## src/rtl/hdlcTxPkg.sv

```systemverilog
package hdlcTxPkg;
  localparam logic [7:0]  FLAG_BYTE  = 8'h7E;
  localparam logic [7:0]  ABORT_BYTE = 8'hFF;
  localparam logic [15:0] CRC_POLY_R = 16'h8408;
  localparam logic [15:0] CRC_PRESET = 16'hFFFF;

  // strobes from control to datapath
  typedef struct packed {
    logic ldFlag;
    logic ldAbort;
    logic ldData;
    logic ldCrcLo;
    logic ldCrcHi;
    logic crcInit;
    logic flush;
  } txCtlT;

  typedef enum logic [2:0] {
    ST_IDLE, ST_DATA, ST_CRCH, ST_CLOSE, ST_ABRT
  } txStateT;
endpackage

```

## src/rtl/hdlcTxDatapath.sv

```systemverilog
module hdlcTxDatapath
  import hdlcTxPkg::*;
#(
  parameter int DEPTH = 64,
  parameter int CW    = $clog2(DEPTH + 1)
)(
  input  logic          clk,
  input  logic          rstN,
  input  logic          wrEn,
  input  logic [7:0]    wrData,
  input  logic          adv,
  input  txCtlT         ctl,
  output logic          shEmpty,
  output logic          fifoEmpty,
  output logic [CW-1:0] fifoCount,
  output logic          txBit,
  output logic          txStrobe
);
  localparam int AW = $clog2(DEPTH);

  logic [7:0]    mem [DEPTH];
  logic [AW-1:0] rdPtr, wrPtr;
  logic [CW-1:0] count;
  logic          wrOk, pop;

  assign wrOk      = wrEn && (count < CW'(DEPTH));
  assign pop       = ctl.ldData && (count != '0);
  assign fifoCount = count;
  assign fifoEmpty = (count == '0);

  always_ff @(posedge clk) begin
    if (wrOk) mem[wrPtr] <= wrData;
  end

  always_ff @(posedge clk or negedge rstN) begin
    if (!rstN) begin
      rdPtr <= '0;
      wrPtr <= '0;
      count <= '0;
    end else if (ctl.flush) begin
      rdPtr <= '0;
      wrPtr <= '0;
      count <= '0;
    end else begin
      if (wrOk) wrPtr <= wrPtr + 1'b1;
      if (pop)  rdPtr <= rdPtr + 1'b1;
      count <= count + CW'(wrOk) - CW'(pop);
    end
  end

  // serializer with zero insertion and CRC
  logic [7:0]  sh;
  logic [3:0]  bitCnt;
  logic [2:0]  ones;
  logic [15:0] crc;
  logic        stuffOn, crcOn, pendZero;

  function automatic logic [15:0] crcStep(input logic [15:0] c, input logic b);
    logic fb;
    fb = c[0] ^ b;
    return fb ? ((c >> 1) ^ CRC_POLY_R) : (c >> 1);
  endfunction

  assign shEmpty = (bitCnt == 4'd0) && !pendZero;

  always_ff @(posedge clk or negedge rstN) begin
    if (!rstN) begin
      sh <= '0; bitCnt <= '0; ones <= '0; crc <= CRC_PRESET;
      stuffOn <= 1'b0; crcOn <= 1'b0; pendZero <= 1'b0;
      txBit <= 1'b1; txStrobe <= 1'b0;
    end else begin
      txStrobe <= 1'b0;
      if (ctl.flush) begin
        bitCnt <= '0; pendZero <= 1'b0; ones <= '0;
      end else if (ctl.ldFlag || ctl.ldAbort) begin
        sh <= ctl.ldAbort ? ABORT_BYTE : FLAG_BYTE;
        bitCnt <= 4'd8; stuffOn <= 1'b0; crcOn <= 1'b0; ones <= '0;
        if (ctl.crcInit) crc <= CRC_PRESET;
      end else if (ctl.ldData) begin
        sh <= mem[rdPtr]; bitCnt <= 4'd8; stuffOn <= 1'b1; crcOn <= 1'b1;
      end else if (ctl.ldCrcLo || ctl.ldCrcHi) begin
        sh <= ctl.ldCrcLo ? ~crc[7:0] : ~crc[15:8];
        bitCnt <= 4'd8; stuffOn <= 1'b1; crcOn <= 1'b0;
      end else if (adv && pendZero) begin
        txBit <= 1'b0; txStrobe <= 1'b1; pendZero <= 1'b0; ones <= '0;
      end else if (adv && bitCnt != 4'd0) begin
        txBit <= sh[0]; txStrobe <= 1'b1;
        sh <= sh >> 1; bitCnt <= bitCnt - 4'd1;
        if (stuffOn) begin
          if (sh[0]) begin
            ones <= ones + 3'd1;
            if (ones == 3'd4) pendZero <= 1'b1;
          end else begin
            ones <= '0;
          end
        end
        if (crcOn) crc <= crcStep(crc, sh[0]);
      end
    end
  end

  a_r3_stuff_zero: assert property (@(posedge clk) disable iff (!rstN)
    (adv && pendZero && !ctl.flush) |=> (txStrobe && !txBit));
  a_r9_hold_line: assert property (@(posedge clk) disable iff (!rstN)
    !adv |=> !txStrobe);
  a_r5_full_ignore: assert property (@(posedge clk) disable iff (!rstN)
    (wrEn && count == CW'(DEPTH) && !pop && !ctl.flush) |=> (count == CW'(DEPTH)));
  a_r8_flush_empty: assert property (@(posedge clk) disable iff (!rstN)
    ctl.flush |=> (count == '0 && shEmpty));
endmodule

```

## src/rtl/hdlcTxCtrl.sv

```systemverilog
module hdlcTxCtrl
  import hdlcTxPkg::*;
#(
  parameter int POOL = 32,
  parameter int CW   = 7
)(
  input  logic          clk,
  input  logic          rstN,
  input  logic          cmdXmit,
  input  logic          cmdEom,
  input  logic          cmdReset,
  input  logic          irqClr,
  input  logic          ctsN,
  input  logic          shEmpty,
  input  logic          fifoEmpty,
  input  logic [CW-1:0] fifoCount,
  output logic          adv,
  output txCtlT         ctl,
  output logic          irqPoolReady,
  output logic          irqUnderrun
);
  txStateT state, nxtState;
  logic startPend, endSeen, needBlk;
  logic setUnder, setPool, poolLow;

  assign adv     = !ctsN;
  assign poolLow = (fifoCount <= CW'(POOL));
  assign setPool = cmdReset || (needBlk && poolLow);

  always_comb begin
    ctl      = '0;
    nxtState = state;
    setUnder = 1'b0;
    if (cmdReset) begin
      ctl.flush = 1'b1;
      nxtState  = (state == ST_IDLE) ? ST_IDLE : ST_ABRT;
    end else if (adv && shEmpty) begin
      case (state)
        ST_IDLE: begin
          ctl.ldFlag = 1'b1;
          if (startPend) begin
            ctl.crcInit = 1'b1;
            nxtState    = ST_DATA;
          end
        end
        ST_DATA: begin
          if (!fifoEmpty) begin
            ctl.ldData = 1'b1;
          end else if (endSeen) begin
            ctl.ldCrcLo = 1'b1;
            nxtState    = ST_CRCH;
          end else begin
            ctl.ldAbort = 1'b1;
            setUnder    = 1'b1;
            nxtState    = ST_IDLE;
          end
        end
        ST_CRCH: begin
          ctl.ldCrcHi = 1'b1;
          nxtState    = ST_CLOSE;
        end
        ST_CLOSE: begin
          ctl.ldFlag = 1'b1;
          nxtState   = ST_IDLE;
        end
        default: begin
          ctl.ldAbort = 1'b1;
          nxtState    = ST_IDLE;
        end
      endcase
    end
  end

  always_ff @(posedge clk or negedge rstN) begin
    if (!rstN) begin
      state <= ST_IDLE;
      startPend <= 1'b0; endSeen <= 1'b0; needBlk <= 1'b0;
      irqPoolReady <= 1'b0; irqUnderrun <= 1'b0;
    end else begin
      state <= nxtState;
      if (cmdReset) begin
        startPend <= 1'b0; endSeen <= 1'b0; needBlk <= 1'b0;
      end else begin
        if (ctl.crcInit) startPend <= 1'b0;
        if (cmdXmit) begin
          if (startPend || state == ST_DATA) begin
            if (cmdEom) endSeen <= 1'b1;
          end else begin
            startPend <= 1'b1;
            endSeen   <= cmdEom;
          end
          needBlk <= !cmdEom;
        end else if (needBlk && poolLow) begin
          needBlk <= 1'b0;
        end
      end
      if (setPool)     irqPoolReady <= 1'b1;
      else if (irqClr) irqPoolReady <= 1'b0;
      if (setUnder)    irqUnderrun <= 1'b1;
      else if (irqClr) irqUnderrun <= 1'b0;
    end
  end

  a_r7_underrun: assert property (@(posedge clk) disable iff (!rstN)
    (state == ST_DATA && adv && shEmpty && fifoEmpty && !endSeen && !cmdReset)
      |=> irqUnderrun);
  a_r6_pool_ready: assert property (@(posedge clk) disable iff (!rstN)
    (needBlk && poolLow) |=> irqPoolReady);
  a_r10_set_wins: assert property (@(posedge clk) disable iff (!rstN)
    (cmdReset && irqClr) |=> irqPoolReady);
  a_r8_no_underrun: assert property (@(posedge clk) disable iff (!rstN)
    (cmdReset && !irqUnderrun) |=> !irqUnderrun);
endmodule

```

## src/rtl/hdlcPoolTx.sv

```systemverilog
module hdlcPoolTx
  import hdlcTxPkg::*;
#(
  parameter int POOL  = 32,
  parameter int DEPTH = 2 * POOL
)(
  input  logic       clk,
  input  logic       rstN,
  input  logic       wrEn,
  input  logic [7:0] wrData,
  input  logic       cmdXmit,
  input  logic       cmdEom,
  input  logic       cmdReset,
  input  logic       irqClr,
  input  logic       ctsN,
  output logic       txBit,
  output logic       txStrobe,
  output logic       poolFree,
  output logic       irqPoolReady,
  output logic       irqUnderrun
);
  localparam int CW = $clog2(DEPTH + 1);

  txCtlT         ctl;
  logic          adv, shEmpty, fifoEmpty;
  logic [CW-1:0] fifoCount;

  assign poolFree = (fifoCount <= CW'(POOL));

  hdlcTxCtrl #(.POOL(POOL), .CW(CW)) u_ctrl (
    .clk(clk), .rstN(rstN), .cmdXmit(cmdXmit), .cmdEom(cmdEom),
    .cmdReset(cmdReset), .irqClr(irqClr), .ctsN(ctsN),
    .shEmpty(shEmpty), .fifoEmpty(fifoEmpty), .fifoCount(fifoCount),
    .adv(adv), .ctl(ctl), .irqPoolReady(irqPoolReady), .irqUnderrun(irqUnderrun)
  );

  hdlcTxDatapath #(.DEPTH(DEPTH), .CW(CW)) u_dp (
    .clk(clk), .rstN(rstN), .wrEn(wrEn), .wrData(wrData), .adv(adv), .ctl(ctl),
    .shEmpty(shEmpty), .fifoEmpty(fifoEmpty), .fifoCount(fifoCount),
    .txBit(txBit), .txStrobe(txStrobe)
  );
endmodule

```

## config.mk

```make
export PLATFORM = sky130hd
export DESIGN_NAME = hdlcPoolTx
export DESIGN_NICKNAME = d
export VERILOG_FILES = /design/src/rtl/hdlcTxPkg.sv /design/src/rtl/hdlcTxDatapath.sv /design/src/rtl/hdlcTxCtrl.sv /design/src/rtl/hdlcPoolTx.sv
export SDC_FILE = /design/constraint.sdc
export NUM_CORES = 1
export LEC_CHECK = 0
export BUFFER_PORTS_ARGS = -buffer_cell sky130_fd_sc_hd__clkbuf_2
export CORE_MARGIN = 3
export CORE_UTILIZATION = 55
export DETAILED_ROUTE_END_ITERATION = 12
export GPL_ROUTABILITY_DRIVEN = 0
export PLACE_DENSITY = 0.68
export RECOVER_POWER = 25
export SLEW_MARGIN = 20
export SYNTH_ARGS = -nofsm -noshare
export SYNTH_HDL_FRONTEND = slang
export SYNTH_SLANG_ARGS = --single-unit
```

## constraint.sdc

```tcl
create_clock -name clk -period 3.9 [get_ports clk]
set_input_delay 0.585 -clock clk [delete_from_list [all_inputs] [get_ports clk]]
set_output_delay 0.585 -clock clk [all_outputs]
set_load 0.1 [all_outputs]
```

==> summary.md <==
| Metric | Value |
|---|---|
| Vias per std cell | `6.30` |
| Max-Cap Viols | `7` |
| Commonest cells in the netlist | `edfxtp_1 (512), mux4_2 (134), nor2_1 (129)` |
| Fraction of registers with async set/reset | `11.0%` |
| Cells after Synth | `1,278` |
| Area growth syn-to-layout | `13.1%` |
| Post-DRT Antenna Nets | `0` |
| Final setup vio count | `0` |
| Switching Share | `23.9%` |
| CTS tree | `built` |
| Final worst slack | `581 ps` |
| Most common cell in the netlist | `edfxtp_1` |
| HPWL after DPL | `33,300 um` |
| Post-CTS resize count | `0` |
| Leakage | `8.68 nW` |
| I/O pins | `21` |
| Sequential Power Share | `50.9%` |
| Antenna violations before repair | `0` |
| Synthesized area per cell | `18.2 um2` |
| Remaining DRCs | `0` |
| Unrepaired setup endpoints after global routing | `false` |
| Sequential share of the synthesized area | `72.9%` |
| Outcome | `complete, but fails checks` |
| Critical Path RT | `4360 ps` |
| Crit end category | `flop` |
| DR vias | `12,400` |
| Reg-to-reg critical path endpoint | `u_dp.fifoCount[6]$_DFF_PN0_` |
| Crit path time final | `3320 ps` |
| Period utilisation layout | `85.1%` |
| Clock power share | `38.4%` |
| Total power divided by cell area | `538 mW/mm2` |
| Peak VDD IR | `0.000394 V` |
| Layout cells sized above 1 | `25.2%` |
| Iter 0 DRT Violations | `1,301` |
| Final TNS setup | `0 ps` |
| Gr usage total | `24.2%` |
| Final nets | `1,417` |
| Clock buffer count from CTS | `56` |
| Clock sinks | `575` |
| # placed instances | `1,858` |
| Net count after synthesis | `1,311` |
| P_sw | `3.38 mW` |
| Failing checks | `capacitance limit, slew limit` |
| Final Hold Vio Count | `0` |
| Std-Cell Rows | `74` |
| Drt total wl | `52,500 um` |
| Worst slack at placement | `531 ps` |
| CP startpoint kind | `flop` |
| Reg2reg path depth | `17` |
| Clk Latency, worst-skew pair | `600 ps` |
| Root Buffer | `clkbuf_16` |
| Slew Viols, Final | `280` |
| Worst Clk Skew | `13.2 ps` |
| Most area-consuming cells after synthesis | `edfxtp_1 (66%), mux4_2 (13%), dfrtp_1 (4.9%)` |
| Cell area after synthesis | `0.0233 mm2` |
| Internal | `10.8 mW` |
| Hold path depth | `4` |
| Clock Path Buffers | `3` |
| Number of synthesized register bits | `575` |
| Total grt overflow | `0` |
| Max Freq | `301 MHz` |
| Core area | `0.0413 mm2` |
| DR WL/cell | `26.7 um` |
| H-tree depth | `2` |
| Worst hold path endpoint | `u_ctrl.needBlk$_DFFE_PN0P_` |
| Post-CTS setup buffer count | `0` |
| Die X-Extent | `212 um` |
| DIE AREA | `0.0448 mm2` |
| Drt first pass iters | `5` |
| DIE HEIGHT | `212 um` |
| Worst setup path startpoint | `u_dp.bitCnt[0]$_DFFE_PN0P_` |
| Ys flop type | `edfxtp_1` |
| Cell taking the most area after synthesis | `edfxtp_1` |
| Netlist cell types | `70` |
| CP arrival | `3780 ps` |
| Worst-Margin Slew | `2580 ps` |
| Max-slew headroom | `-72.1%` |
| Combinational power share | `10.7%` |
| R2r setup slk | `580 ps` |
| Hold Buf Count CTS | `0` |
| Final non-filler cell total | `1,963` |
| Min-delay worst type | `primary input to flop` |
| Syn. warnings | `0` |
| Vias in the first global route | `12,500` |
| Post-synth EDFFs | `512` |
| Largest net degree at the start of global routing | `48` |
| First-pass GRT wire length | `79,500 um` |
| Initial Util | `56.4%` |
| HP Start | `cmdEom` |
| Worst r2r src | `u_dp.bitCnt[0]$_DFFE_PN0P_` |
| Port Buf Inserts | `20` |
| Final hold slack | `289 ps` |
| Worst Path Max Fanout | `5` |
| Clk pin slew, worst setup/hold paths | `60 ps` |
| Synth top area share | `66.0%` |
| Crit Path Category | `flop to flop` |
==> cell families (layout without fill, tap and decap cells) <==
group,Yosys count,count (layout),share of synthesized area [%]
and+or+nand+nor,255,255,5.19
DFF,575,575,72.9
AOI/OAI and AO/OA,162,162,4.70
buffers and inverters,103,255,1.97
muxes,154,154,13.8
other,0,1,0
adders and majority gates,17,17,0.946
xor gates and xnor gates,12,12,0.451
==> power by group through the flow <==
stage / Sequential, mW / Clock [mW] / Combinational (mW)
6_report: 7.21 / 5.44 / 1.51
5_1_grt: 7.24 / 5.79 / 1.69
4_1_cts: 7.21 / 5.53 / 1.52
3_5_place_dp: 7.33 / 0 / 1.52
3_3_place_gp: 7.33 / 0 / 1.48
2_1_floorplan: 7.32 / 0 / 1.05
==> how the worst max path moves through the flow <==
stage                     slack (ps)                     endpoint  cells past startpoint
after global placement           570  u_dp.fifoCount[6]$_DFF_PN0_                     16
after detailed placement         530  u_dp.fifoCount[6]$_DFF_PN0_                     16
after CTS                        590  u_dp.fifoCount[6]$_DFF_PN0_                     17
after floorplan                  290  u_dp.fifoCount[6]$_DFF_PN0_                     17
after global routing             260  u_dp.fifoCount[6]$_DFF_PN0_                     17
final                            580  u_dp.fifoCount[6]$_DFF_PN0_                     17
==> per-stage QoR <==
stage	utilization, %	cell area (um2)	power [mW]
3_3_place_gp	59.3	24500	8.81
4_1_cts	63.8	26300	14.3
6_report	63.8	26300	14.2
3_5_place_dp	59.3	24500	8.85
5_1_grt	63.8	26300	14.7
2_1_floorplan	-	23300	8.37
==> cells in the final DEF, fill, tap and decap left out, types with 12 or more instances in the layout <==
master	netlist	final
mux2i_1	16	16
inv_1	31	31
ha_1	16	16
clkbuf_1	36	21
mux4_2	134	134
clkinv_1	0	15
nor2_1	129	129
nand2_1	37	37
edfxtp_1	512	512
nor2b_1	14	14
o21ai_0	31	31
clkbuf_2	0	12
a22oi_1	27	27
nand3_1	12	12
a21oi_1	44	44
dfstp_2	17	17
dfrtp_1	46	44
buf_4	10	95
clkbuf_16	0	58
==> critical path: stages, from the launching register on <==
cell and delay (ps):
dfrtp_1 400, inv_1 70, ha_1 160, or3b_1 460
nor3_4 210, nand2_1 110, inv_2 70, ha_1 220
inv_1 60, ha_1 150, inv_1 60, fa_1 410
nand2b_1 150, a21oi_1 180, o21ai_0 130, a21oi_1 180
or3_1 120, a21oi_1 60
==> sequential cells by signal, summed over array words and instances, names as in the netlist, 3 cells and up <==
| register | cells |
|---|---|
| u_dp.ones | 3 |
| u_dp.fifoCount | 7 |
| u_dp.rdPtr | 6 |
| u_ctrl.state | 3 |
| u_dp.bitCnt | 4 |
| u_dp.mem | 512 |
| u_dp.sh | 8 |
| u_dp.crc | 16 |
| u_dp.wrPtr | 6 |
==> per-layer routing <==
| layer | wire length, um | vias to the layer above | GRT usage, % |
|---|---|---|---|
| met2 | 25800 | 472 | 38.8 |
| met3 | 3350 | 87 | 4.09 |
| met1 | 21800 | 6495 | 34.2 |
| met5 | 0 | - | 0 |
| li1 | - | 5313 | - |
| met4 | 1590 | 0 | 9.03 |
==> layout make-up <==
cell class | count | area, um2
Timing Repair Buffer | 119 | 867
Sequential cell | 575 | 17000
Tap cell | 532 | 666
Inverter | 32 | 120
Clock inverter | 34 | 348
Fill cell | 2831 | 15000
Multi-Input combinational cell | 600 | 5860
Clock buffer | 70 | 1500
Antenna cell | 1 | 2.50
(Power assumes the default switching activity.)
